$ cat config.mk
export PLATFORM = sky130hd
export DESIGN_NAME = pm_evt_regs
export DESIGN_NICKNAME = d
export VERILOG_FILES = /design/src/rtl/pm_evt_pkg.sv /design/src/rtl/pm_evt_timer.sv /design/src/rtl/pm_evt_status.sv /design/src/rtl/pm_evt_apm_ctrl.sv /design/src/rtl/pm_evt_regs.sv
export SDC_FILE = /design/constraint.sdc
export NUM_CORES = 1
export LEC_CHECK = 0
export CAP_MARGIN = 20
export CORE_MARGIN = 2
export CORE_UTILIZATION = 47
export CTS_CLUSTER_DIAMETER = 100
export DETAILED_ROUTE_END_ITERATION = 12
export GPL_TIMING_DRIVEN = 0
export PLACE_DENSITY = 0.77
export REMOVE_ABC_BUFFERS = 1
export SETUP_SLACK_MARGIN = 0.4
export SLEW_MARGIN = 25
export SYNTH_ARGS = -nofsm -noshare
export SYNTH_HDL_FRONTEND = slang
export SYNTH_SLANG_ARGS = --single-unit
$ cat constraint.sdc
create_clock -name clk -period 2.8 [get_ports clk]
set_clock_uncertainty 0.1 [all_clocks]
set_input_delay 0.7 -clock clk [delete_from_list [all_inputs] [get_ports clk]]
set_output_delay 0.7 -clock clk [all_outputs]
set_load 0.005 [all_outputs]
$ cat src/rtl/pm_evt_pkg.sv
package pm_evt_pkg;

    localparam int REG_W  = 16;
    localparam int BYTE_W = 8;
    localparam int ADDR_W = 6;

    localparam logic [ADDR_W-1:0] OFS_STS     = 6'h00;
    localparam logic [ADDR_W-1:0] OFS_EN      = 6'h02;
    localparam logic [ADDR_W-1:0] OFS_CTRL    = 6'h04;
    localparam logic [ADDR_W-1:0] OFS_TMR     = 6'h08;
    localparam logic [ADDR_W-1:0] OFS_APM_CMD = 6'h10;
    localparam logic [ADDR_W-1:0] OFS_APM_STS = 6'h11;

    localparam int BIT_TMR_OVF = 0;
    localparam int BIT_GBL     = 5;
    localparam int BIT_PWRBTN  = 8;
    localparam int BIT_RTC     = 10;

    localparam logic [REG_W-1:0] SCI_SRC_MASK =
        REG_W'((1 << BIT_TMR_OVF) | (1 << BIT_GBL) | (1 << BIT_PWRBTN) | (1 << BIT_RTC));

    localparam int CTRL_SCI_EN  = 0;
    localparam int CTRL_SUSP_EN = 13;
    localparam int CTRL_TYP_LO  = 10;
    localparam int TYP_W        = 3;
    localparam logic [TYP_W-1:0] SUSP_TYPE_OFF = '0;

    localparam logic [BYTE_W-1:0] APM_CMD_ON  = 8'hF1;
    localparam logic [BYTE_W-1:0] APM_CMD_OFF = 8'hF0;

    typedef struct packed {
        logic [REG_W-1:0] sts;
        logic [REG_W-1:0] en;
    } evt_state_t;

    typedef struct packed {
        logic [REG_W-1:0]  ctrl;
        logic [BYTE_W-1:0] cmd;
        logic [BYTE_W-1:0] apms;
        logic              soft_off;
        logic              smi;
    } apm_state_t;

endpackage

$ cat src/rtl/pm_evt_timer.sv
module pm_evt_timer #(
    parameter int TMR_W = 24
) (
    input  logic             clk,
    input  logic             rst_n,
    input  logic             tick_en,
    output logic [TMR_W-1:0] count,
    output logic             ovf_evt
);
    localparam int LOW_W = TMR_W - 1;

    logic [TMR_W-1:0] cnt_d, cnt_q;

    always_comb begin
        cnt_d   = cnt_q;
        ovf_evt = 1'b0;
        if (tick_en) begin
            cnt_d   = cnt_q + TMR_W'(1);
            // the top bit flips exactly when the low bits roll over
            ovf_evt = &cnt_q[LOW_W-1:0];
        end
    end

    always_ff @(posedge clk) begin
        if (!rst_n) cnt_q <= '0;
        else        cnt_q <= cnt_d;
    end

    assign count = cnt_q;

endmodule

$ cat src/rtl/pm_evt_status.sv
module pm_evt_status
    import pm_evt_pkg::*;
(
    input  logic             clk,
    input  logic             rst_n,
    input  logic             wr_sts,
    input  logic             wr_en,
    input  logic [REG_W-1:0] wdata,
    input  logic             pwrbtn_evt,
    input  logic             ovf_evt,
    output logic [REG_W-1:0] sts,
    output logic [REG_W-1:0] en,
    output logic             sci
);
    evt_state_t s_d, s_q;

    always_comb begin
        s_d = s_q;
        if (wr_sts) s_d.sts = s_q.sts & ~wdata;
        if (wr_en)  s_d.en  = wdata;
        // hardware events come after the clear so they take priority
        if (ovf_evt)                          s_d.sts[BIT_TMR_OVF] = 1'b1;
        if (pwrbtn_evt && s_q.en[BIT_PWRBTN]) s_d.sts[BIT_PWRBTN]  = 1'b1;
        s_d.sts = s_d.sts & SCI_SRC_MASK;
    end

    always_ff @(posedge clk) begin
        if (!rst_n) s_q <= '0;
        else        s_q <= s_d;
    end

    assign sts = s_q.sts;
    assign en  = s_q.en;
    assign sci = |(s_q.sts & s_q.en & SCI_SRC_MASK);

endmodule

$ cat src/rtl/pm_evt_apm_ctrl.sv
module pm_evt_apm_ctrl
    import pm_evt_pkg::*;
(
    input  logic              clk,
    input  logic              rst_n,
    input  logic              wr_ctrl,
    input  logic              wr_cmd,
    input  logic              wr_apms,
    input  logic [REG_W-1:0]  wdata,
    input  logic              smi_cfg_en,
    output logic [REG_W-1:0]  ctrl,
    output logic [BYTE_W-1:0] cmd,
    output logic [BYTE_W-1:0] apms,
    output logic              soft_off,
    output logic              smi
);
    apm_state_t a_d, a_q;

    always_comb begin
        a_d          = a_q;
        a_d.soft_off = 1'b0;
        a_d.smi      = 1'b0;
        if (wr_ctrl) begin
            a_d.ctrl               = wdata;
            a_d.ctrl[CTRL_SUSP_EN] = 1'b0;
            if (wdata[CTRL_SUSP_EN] && (wdata[CTRL_TYP_LO +: TYP_W] == SUSP_TYPE_OFF))
                a_d.soft_off = 1'b1;
        end
        if (wr_cmd) begin
            a_d.cmd = wdata[BYTE_W-1:0];
            if (wdata[BYTE_W-1:0] == APM_CMD_ON)
                a_d.ctrl[CTRL_SCI_EN] = 1'b1;
            else if (wdata[BYTE_W-1:0] == APM_CMD_OFF)
                a_d.ctrl[CTRL_SCI_EN] = 1'b0;
            a_d.smi = smi_cfg_en;
        end
        if (wr_apms) a_d.apms = wdata[BYTE_W-1:0];
    end

    always_ff @(posedge clk) begin
        if (!rst_n) a_q <= '0;
        else        a_q <= a_d;
    end

    assign ctrl     = a_q.ctrl;
    assign cmd      = a_q.cmd;
    assign apms     = a_q.apms;
    assign soft_off = a_q.soft_off;
    assign smi      = a_q.smi;

endmodule

$ cat src/rtl/pm_evt_regs.sv
module pm_evt_regs
    import pm_evt_pkg::*;
#(
    parameter int TMR_W  = 24,
    parameter int DATA_W = 32
) (
    input  logic              clk,
    input  logic              rst_n,
    input  logic              bus_wr,
    input  logic [ADDR_W-1:0] bus_addr,
    input  logic [REG_W-1:0]  bus_wdata,
    output logic [DATA_W-1:0] bus_rdata,
    input  logic              tick_en,
    input  logic              pwrbtn_evt,
    input  logic              smi_cfg_en,
    output logic              sci,
    output logic              smi,
    output logic              soft_off
);
    logic [TMR_W-1:0]  tmr_q;
    logic              ovf_evt;
    logic [REG_W-1:0]  sts_q, en_q, ctrl_q;
    logic [BYTE_W-1:0] cmd_q, apms_q;

    logic wr_sts, wr_en, wr_ctrl, wr_cmd, wr_apms;
    assign wr_sts  = bus_wr && (bus_addr == OFS_STS);
    assign wr_en   = bus_wr && (bus_addr == OFS_EN);
    assign wr_ctrl = bus_wr && (bus_addr == OFS_CTRL);
    assign wr_cmd  = bus_wr && (bus_addr == OFS_APM_CMD);
    assign wr_apms = bus_wr && (bus_addr == OFS_APM_STS);

    pm_evt_timer #(.TMR_W(TMR_W)) tmr_i (
        .clk     (clk),
        .rst_n   (rst_n),
        .tick_en (tick_en),
        .count   (tmr_q),
        .ovf_evt (ovf_evt)
    );

    pm_evt_status sts_i (
        .clk        (clk),
        .rst_n      (rst_n),
        .wr_sts     (wr_sts),
        .wr_en      (wr_en),
        .wdata      (bus_wdata),
        .pwrbtn_evt (pwrbtn_evt),
        .ovf_evt    (ovf_evt),
        .sts        (sts_q),
        .en         (en_q),
        .sci        (sci)
    );

    pm_evt_apm_ctrl apm_i (
        .clk        (clk),
        .rst_n      (rst_n),
        .wr_ctrl    (wr_ctrl),
        .wr_cmd     (wr_cmd),
        .wr_apms    (wr_apms),
        .wdata      (bus_wdata),
        .smi_cfg_en (smi_cfg_en),
        .ctrl       (ctrl_q),
        .cmd        (cmd_q),
        .apms       (apms_q),
        .soft_off   (soft_off),
        .smi        (smi)
    );

    always_comb begin
        case (bus_addr)
            OFS_STS:     bus_rdata = DATA_W'(sts_q);
            OFS_EN:      bus_rdata = DATA_W'(en_q);
            OFS_CTRL:    bus_rdata = DATA_W'(ctrl_q);
            OFS_TMR:     bus_rdata = DATA_W'(tmr_q);
            OFS_APM_CMD: bus_rdata = DATA_W'(cmd_q);
            OFS_APM_STS: bus_rdata = DATA_W'(apms_q);
            default:     bus_rdata = '0;
        endcase
    end

endmodule

Word-level counts from Yosys, hierarchy flattened
Index checks and enable logic that the tools add are counted.

storage, ports and cells
  register bits = 77
  input port bits = 28
  output and inout port bits = 35

cells by class
  add/sub/neg operators = 1
  equal/unequal tests = 7
  muxes and demuxes = 10
  bitwise gates (word level) = 3
  reductions and logical operators = 15

operator list
  kind                     count
  $pmux W24 S6             1
  $add A24 B1 Y24 const B  1
  $reduce_and A23 Y1       1
  $and A11 B11 Y11         2
  $mux W9                  2
  $eq A8 B8 Y1 const B     2
  $eq A6 B5 Y1 const B     2
  $not A11 Y11             1
  $logic_and A1 B1 Y1      7
  $mux W1                  7
  $eq A6 B2 Y1 const B     1
  $eq A6 B3 Y1 const B     1
  $eq A6 B4 Y1 const B     1
  $logic_not A6 Y1         1
  $reduce_and A2 Y1        2
  $reduce_bool A2 Y1       2
  $reduce_or A4 Y1         1
  $logic_not A3 Y1         1

Logic depth before layout (Yosys ltp)
Gate-level depths: netlist of the first run.

  depth after elaboration = 6
  depth in mapped cells = 7
  gate-level depth less buffers = 5

Modules after synthesis
A second synthesis of the first run with hierarchy kept.

unflattened totals
  cell total of the unflattened synthesis = 449
  area, all modules = 4234.1 um^2

modules (own cells, without submodules)
  module           instances  cells each  area each (um^2)  sequential area each (um^2)
  pm_evt_apm_ctrl  1          111         1287.5            660.6
  pm_evt_timer     1          125         1111.1            480.5
  pm_evt_regs      1          131         970.9             0.0
  pm_evt_status    1          82          864.6             400.4

Worst setup path after synthesis of the first run
OpenSTA, ideal clock, no wires.

  kind = input-to-output
  from = in bus_addr[3]
  to = out bus_rdata[5]
  arrival time = 2094 ps
  setup slack = -94 ps
  stages = 7
  path buffers = 3
  path through = clkbuf_1 > nor2_1 > and4b_1 > clkbuf_1 > clkbuf_1 > a222oi_1 > o21ai_0

on the way
  word-level cells in the longest chain between the ends = 2
  elaborated cells between the ends (all ways) = 7

RTL lines
  item                                  line               RTL
  from (decl)                           pm_evt_regs.sv:10  input logic [ADDR_W-1:0] bus_addr,
  $eq A6 B5 Y1 (tied with other cells)  pm_evt_regs.sv:69  case (bus_addr)
  $pmux W24 S6 *                        pm_evt_regs.sv:69
  to (decl)                             pm_evt_regs.sv:12  output logic [DATA_W-1:0] bus_rdata,

Every way passes the cells marked *; elsewhere a longest branch is shown, timed or not.

Final worst setup path of the first run
  from = in bus_addr[1]
  to = out bus_rdata[4]

The elaborated chain is that of the path after synthesis.

==> summary by stage, run 1 <==
Final layout
The post-route non-filler standard cell count is 610. The fraction of the core area covered by cells at the end of the flow is 65.6%. After the last flow step, the layout net total stands at 536. The number of antenna diodes in the final layout is 0. The finished cells cover 4810 sq um. Cells with a size suffix above 1 make up 25.0% of the layout. The area added between synthesis and finish is 34.2%.

Die
After floorplanning, the core was sized to cover 7330 sq um. The die is 91.3 um tall. The initial utilization of the core area, before any placement, comes to 48.9%.

During I/O placement, the number of pins put on the boundary was 63. The total die area is 8340 sq um. Measured along the x axis, the die boundary spans 91.3 um. The number of placement rows is 31.

Global routing
The initial antenna violation count came to 0. The first global-routing pass estimated 16100 um of wire. The global-route usage over all layers is 24.6%. Global routing finished with a remaining overflow of 0. The via count of the first global-routing pass was 3230. Entering global routing, the biggest net connects 71 pins.

Placed design
Once placement completed, the tool counted placed cells totaling 550. The placer congestion estimate is 0.815. The number of I/O port buffers is 54. In this run the cell area measured after placement is 4090 sq um.

The total half-perimeter wirelength after legalization and detailed placement is 5700 um.

Synth
In this run, distinct cell masters in the synthesized netlist total 43. Each instance of the synthesized netlist takes up on average 8.37 sq um. The synthesized-area fraction occupied by xor and xnor cells is 2.44%. The fraction of the yosys area taken by sequential cells is 43.0%. After Yosys synthesis, and, or, nand and nor cells account for 26.0% of the synthesized area. The post-synthesis async set-or-reset flop share is 0%. The combinational family with the most area after synthesis is simple AND/OR/NAND/NOR gates. Counting flops and latches in the post-synthesis netlist gives 77. The cell area after technology mapping is 3580 sq um. The compound-gate portion of the synthesized area is 13.0%. Among all flip-flop cells after synthesis, the most frequent one is dfxtp_1. Yosys printed 0 warnings. Yosys mapped a number of flops with a built-in enable equal to 0. Synthesis produced 428 cells.

The arithmetic-cell share of the synthesized area counting full adders, half adders and majority gates is 0.349%. The multiplexer fraction of the synthesized cell area is 9.22%.

STA
The slew of the pin with the lowest slew margin is 0.723 ns. The worst path uses 108% of the clock period. The clock period minus worst slack is 3.03 ns.

The total count of hold-check failures in the final report came to 0. Setup repair after global routing could not meet its margin everywhere. The worst path setup slack after routing is -0.226 ns. The worst pin sits at a relative slew slack of 51.8%.

The fmax is 330 MHz. The number of max-slew violations in the final report is 0. The worst slack on hold paths is 0.352 ns. The total setup violations reported at the end of the flow is 22.

Clock network
The total of hold buffers inserted after clock tree synthesis is 0. The clock transition time at the flip-flop clock pins of the worst setup and hold paths is 0.07 ns. The H-tree was split into 3 levels. The clock buffer count from CTS is 9. The root buffer cell chosen for the clock tree is clkbuf_8. The clock network latency to the later pin of the worst-skew pair is 0.35 ns. The tree built by TritonCTS fans out to 77 sinks. The CTS tree is built. The clock tree buffer depth is 2.

Drt
The detailed router placed 3503 vias in this run. In this run the remaining antenna-violating nets after routing total 0. Summed over all layers, the routed wires come to 10500 um. After detailed routing, the average wire length per cell comes to 17.3 um. The initial detailed-routing violation count is 296. The pre-antenna-repair detailed-routing pass consisted of 5 iterations. Using the TritonRoute via totals, the vias-per-cell ratio works out to 5.74. In the routed design, unresolved DRC markers number 0.

Setup path
The most frequent cell on the critical path is buf_6. The launch point of the worst reg-to-reg path is tmr_i.count[5]. Following the worst setup path forward leads to its endpoint at bus_rdata[4].

The required time of the worst setup path is 2.00 ns. The signal on the critical path passes through buf_8, or4_4, nor3b_4, buf_6, buf_6, buf_6, nand2_2, nand3_2, buf_2. For the worst setup path, the data arrival time is 2.23 ns.

The setup check on the worst reg-to-reg path leaves a slack of 0.87 ns. STA classifies the critical path endpoint as an output port. The critical path starts at bus_addr[1]. In this run the worst path has a maximum fanout of 5. The endpoint identified for the worst register-to-register timing path is tmr_i.count[16]. The critical path is of the input pin to output port type. The launching element type of the critical path is an input pin.

For the worst flop-to-flop path, the logic depth is 4. For this run, the slowest stage of the critical path takes 0.62 ns. Among all stages on the critical path, the largest delay is contributed by or4_4.

Run
The tool flagged a number of max-cap violations equal to 0.

Pwr
The total design power is 2.16 mW. The power density over the cells is 450 nW/um^2. The maximum VDD drop is 0.000256 V. The leakage power is 1.94 nW.

Status
The run finished, with violations left. The checks that failed: setup timing.

Min path
The worst min-delay path category is register to register.
flip-flops by register name (all words and copies together) (netlist names):
| name | cells |
|---|---|
| sts_i.en | 16 |
| sts_i.sts | 4 |
| tmr_i.count | 24 |
| apm_i.apms | 8 |
| apm_i.ctrl | 15 |
| apm_i.soft_off | 1 |
| apm_i.cmd | 8 |
| apm_i.smi | 1 |
worst min-delay path by stage:
stage / startpoint / to / cells past startpoint / slack [ns]
final: sts_i.en[14] / sts_i.en[14] / 2 / 0.35
after global placement: sts_i.en[11] / sts_i.en[11] / 2 / 0.34
after CTS: sts_i.en[14] / sts_i.en[14] / 2 / 0.35
after floorplan: sts_i.sts[10] / sts_i.sts[10] / 2 / 0.32
after detailed placement: sts_i.sts[5] / sts_i.sts[5] / 2 / 0.34
after global routing: sts_i.en[6] / sts_i.en[6] / 2 / 0.38
where the power goes:
group	switching, mW	internal [mW]
clock network	0.396	0.520
registers	0.00564	1.10
logic	0.0762	0.0647
stage by stage:
stage | setup slack, ns | TNS, ns
after detailed placement | -1.55 | -59.70
final | -0.226 | -3.26
after global routing | -0.266 | -4.09
after CTS | -0.189 | -2.43
after global placement | -1.95 | -62.59
after floorplan | -0.396 | -7.58
critical path: cells and delay by family:
kind / cells / cell delay [ns]
and+or+nand+nor: 4 / 1.00
buffers and inverters: 5 / 0.53
cells by family (layout without fill, tap and decap cells):
group / Yosys count / in the layout
adders and majority gates: 1 / 1
xor gates and xnor gates: 10 / 10
and+or+nand+nor: 190 / 192
muxes: 33 / 33
DFF: 77 / 77
buffers and inverters: 43 / 117
other: 1 / 8
AOI/OAI and AO/OA: 73 / 73
synthesized netlist by cell type (2+ instances only):
cell,n,share of area [%]
nor2b_1,2,0.35
mux2i_1,33,9.2
xnor2_1,5,1.2
nand4_1,8,1.4
nor4_1,5,0.87
buf_4,8,1.7
clkbuf_1,22,2.3
nor2_1,45,4.7
and4_1,3,0.73
dfxtp_1,77,43
a22oi_1,11,2.3
xor2_1,5,1.2
and3_1,3,0.52
nor4b_1,3,0.73
a222oi_1,8,2.2
or4_1,8,1.7
nand2_1,73,7.6
and2_1,10,1.7
o31ai_1,7,1.5
o21ai_0,7,0.98
nand3_1,15,2.1
or3_1,6,1.0
a21oi_1,35,4.9
buf_2,7,0.98
inv_1,4,0.42
area by class of cell:
class                           instances  area (sq um)
Timing Repair Buffer                   97           866
Multi-Input combinational cell        317          2040
Inverter                                5          21.3
Tap cell                               99           124
Sequential cell                        77          1540
Clock buffer                           11           141
Clock inverter                          4          72.6
Fill cell                             578          2520
per-layer routing:
layer / part of all wire, % / track usage [%]
met1: 42 / 31.4
met2: 50 / 41.7
met3: 6.3 / 3.65
met4: 1.6 / 9.97
met5: 0 / 0
cell usage in the layout, fill, tap and decap left out, types with 2 or more instances in the layout:
cell type and instances:
xor2_1 5, xnor2_1 5, buf_6 27, o21ai_2 2, nor2_1 45, a222oi_1 8, nor2b_4 3, bufinv_16 2
nor4_1 5, inv_1 4, and2_4 6, mux2i_1 31, nand3_1 10, buf_2 19, buf_4 23, clkdlybuf4s50_1 24
conb_1 8, o31ai_1 7, clkbuf_8 10, nand2_1 64, a21oi_1 35, a22oi_2 2, nor4b_4 2, or3_1 5
nand4_1 8, and4_1 2, o21ai_0 5, nand3_2 5, nand2_2 9, dfxtp_1 77, a22oi_1 9, nor4b_1 2
and3_1 2, and2_1 4, or4_1 7
timing repair:
action                                  in CTS  in global routing
endpoints found under the setup margin      88                 36
gates cloned                                 2                  0
setup buffers                               36                  7
resized for setup                          176                 18
pin swaps                                   31                  8
Power figures use the tool's default switching activity.
==> run 2: changes to the inputs <==
Settings changed: SETUP_SLACK_MARGIN 0.4 to not set.
==> summary by stage, run 2 (synthesis gave the netlist of run 1 again) <==
Clock network
The clock network latency to the later pin of the worst-skew pair is 0.35 ns. The clock buffer count from CTS is 9. After clock tree synthesis, the clock-pin slew on the worst setup and hold paths is 0.07 ns. The number of levels the H-tree was split into is 3. Hold repair after CTS inserted 0 buffers. The clock root buffer is clkbuf_8. The total clock sinks is 77. TritonCTS built the clock tree. In this run the deepest clock path goes through 2 buffers.

Drt
The total routed wirelength is 9930 um. After detailed routing, the number of vias per cell comes to 5.69. The total number of vias is 3414. The remaining routing DRC violations is 0. The number of iterations in the first detailed-routing pass is 6. The initial detailed-routing violation count is 219. The number of nets with antenna violations after routing is 0. After detailed routing, the average wire length per cell comes to 16.6 um.

Pwr
The internal cell power is 1.68 mW. The total design power is 2.16 mW. The sequential fraction of design power is 51.3%. The worst-case IR drop observed on VDD is 0.000254 V. The net load switching power is 474 uW.

The combinational cell fraction of total power is 6.2%. Net switching is 22.0% of the power. The analysis attributes to cell leakage a power of 1.91 nW. The part of the total power dissipated in the clock network is 42.5%. Power spread over the standard cell area amounts to 457 nW/um^2.

STA
The total count of hold-check failures in the final report came to 0. The post-route clock period utilization is 110%. The clock period minus worst slack is 3.08 ns.

For the pin with the worst max-slew slack, the measured transition is 0.908 ns. The total setup violations reported at the end of the flow is 19. The number of max-slew violations in the final report was 0. The worst max-slew margin expressed relative to the limit is 39.3%. The worst path setup slack after routing is -0.283 ns. Setup repair after global routing could not meet its margin everywhere.

The fmax is 324 MHz. Final hold analysis gives a worst-case slack of 0.351 ns. The sum of negative setup slack is -3.53 ns.

Die
The floorplan has 31 rows. The area of the core is 7330 sq um. The vertical extent of the die is 91.3 um.

The floorplan die width is 91.3 um. 63 I/O pins were placed. The initial core utilization is 48.9%. The total die area is 8340 sq um.

Final layout
The area added between synthesis and finish is 31.6%. The antenna diode count is 0. The filler cells instantiated in the layout total 602.

The fraction of layout cells with a size suffix above 1 is 23.0%. In the layout the commonest cells are 77 x dfxtp_1, 61 x nand2_1, 45 x nor2_1. The number of flip-flops in the largest register is 24. After the last flow step, the layout net total stands at 526. Leaving out fill and tap cells, the most frequent cell in the layout is dfxtp_1.

The count of cells in the finished layout, fillers not included, comes to 600.

Setup path
The internal reg-to-reg setup slack is 0.58 ns. The most numerous cell type found on the critical path is buf_6. Tracing the worst setup path back leads to its startpoint at bus_addr[1]. The top cell family by delay on the critical path is simple AND/OR/NAND/NOR gates.

The launch point of the worst reg-to-reg path is tmr_i.count[0]. The launching element type of the critical path is an input pin. Together, buffers and inverters on the worst path number 6. The worst setup path is captured at an output port.

The signal on the critical path passes through buf_8, or4_4, buf_4, nor2b_4, buf_6, buf_6, buf_6, a22o_1, buf_2. Of all nets on the critical path, the largest fanout is 6. The category of the most critical setup path is input pin to output port. At the worst endpoint, the arrival time is 2.28 ns. Data on the critical path is required at its endpoint by 2.00 ns. The cell with the biggest individual delay on the critical path is or4_4.

In this design, the stage delay of the slowest critical-path cell is 0.63 ns.

Global routing
The global-route usage over all layers is 23.7%. The initial antenna violation count is 0. The via count of the first global-routing pass is 3183. The first global-routing pass estimated 15700 um of wire. The aggregate global routing overflow is 0. The largest net degree at the start of global routing is 71.

Run
Max-cap violations in this run came to 0.

Status
The run finished, with violations left. The checks that failed: setup timing.

Placed design
During placement, the flow inserted port buffers numbering 54. The number of cells after detailed placement is 550. The placer congestion estimate is 0.815. The total half-perimeter wirelength after legalization and detailed placement is 5700 um.

Min path
The worst hold path begins at sts_i.en[14]. The min-delay analysis places its worst path in the category register to register.
==> run 2: metal layers <==
layer	track usage [%]	vias up	part of all wire (%)
met5	0	-	0
li1	-	1633	-
met2	39.6	115	50
met1	30.7	1651	43
met3	3.82	15	4.7
met4	8.96	0	1.7
==> run 2: power by group through the flow <==
| stage | clock (mW) | sequential, mW | combinational, mW |
|---|---|---|---|
| final | 0.917 | 1.11 | 0.133 |
| after floorplan | 0 | 1.13 | 0.0377 |
| after detailed placement | 0 | 1.13 | 0.110 |
| after global routing | 0.971 | 1.11 | 0.143 |
| after global placement | 0 | 1.13 | 0.107 |
| after CTS | 0.928 | 1.11 | 0.126 |
==> run 2: worst paths after layout <==
check,end,cells after the start
hold reg to reg,sts_i.en[14],2
setup reg to reg,tmr_i.count[16],5
hold / removal,sts_i.en[14],2
setup / recovery,bus_rdata[13],9
==> run 2: final cells by class <==
type	instances	area, sq um	share of cell area [%]
Clock inverter	4	72.6	1.54
Clock buffer	11	141	3.00
Timing Repair Buffer	87	790	16.7
Sequential cell	77	1540	32.7
Multi-Input combinational cell	317	2030	43.0
Inverter	5	21.3	0.451
Tap cell	99	124	2.63
==> run 2: stage by stage <==
stage	cell area [sq um]	util (%)	worst slack (ns)
2_1_floorplan	3420	-	-0.396
3_3_place_gp	4080	55.7	-1.95
3_5_place_dp	4090	55.8	-1.55
4_1_cts	4620	63.0	-0.213
5_1_grt	4720	64.3	-0.324
6_report	4720	64.3	-0.283
==> run 2: worst reg2reg max path: stages (launching register included) <==
cell and delay, ns:
dfxtp_1 0.42, ha_1 0.20, nand4_1 0.28, or3_1 0.56
or4_1 0.45, a21oi_1 0.15
==> run 2: repair_timing <==
action	CTS	global route
resized for setup	164	22
pin swaps	30	7
cloned	2	0
setup endpoints to repair	70	23
buffers inserted	29	4
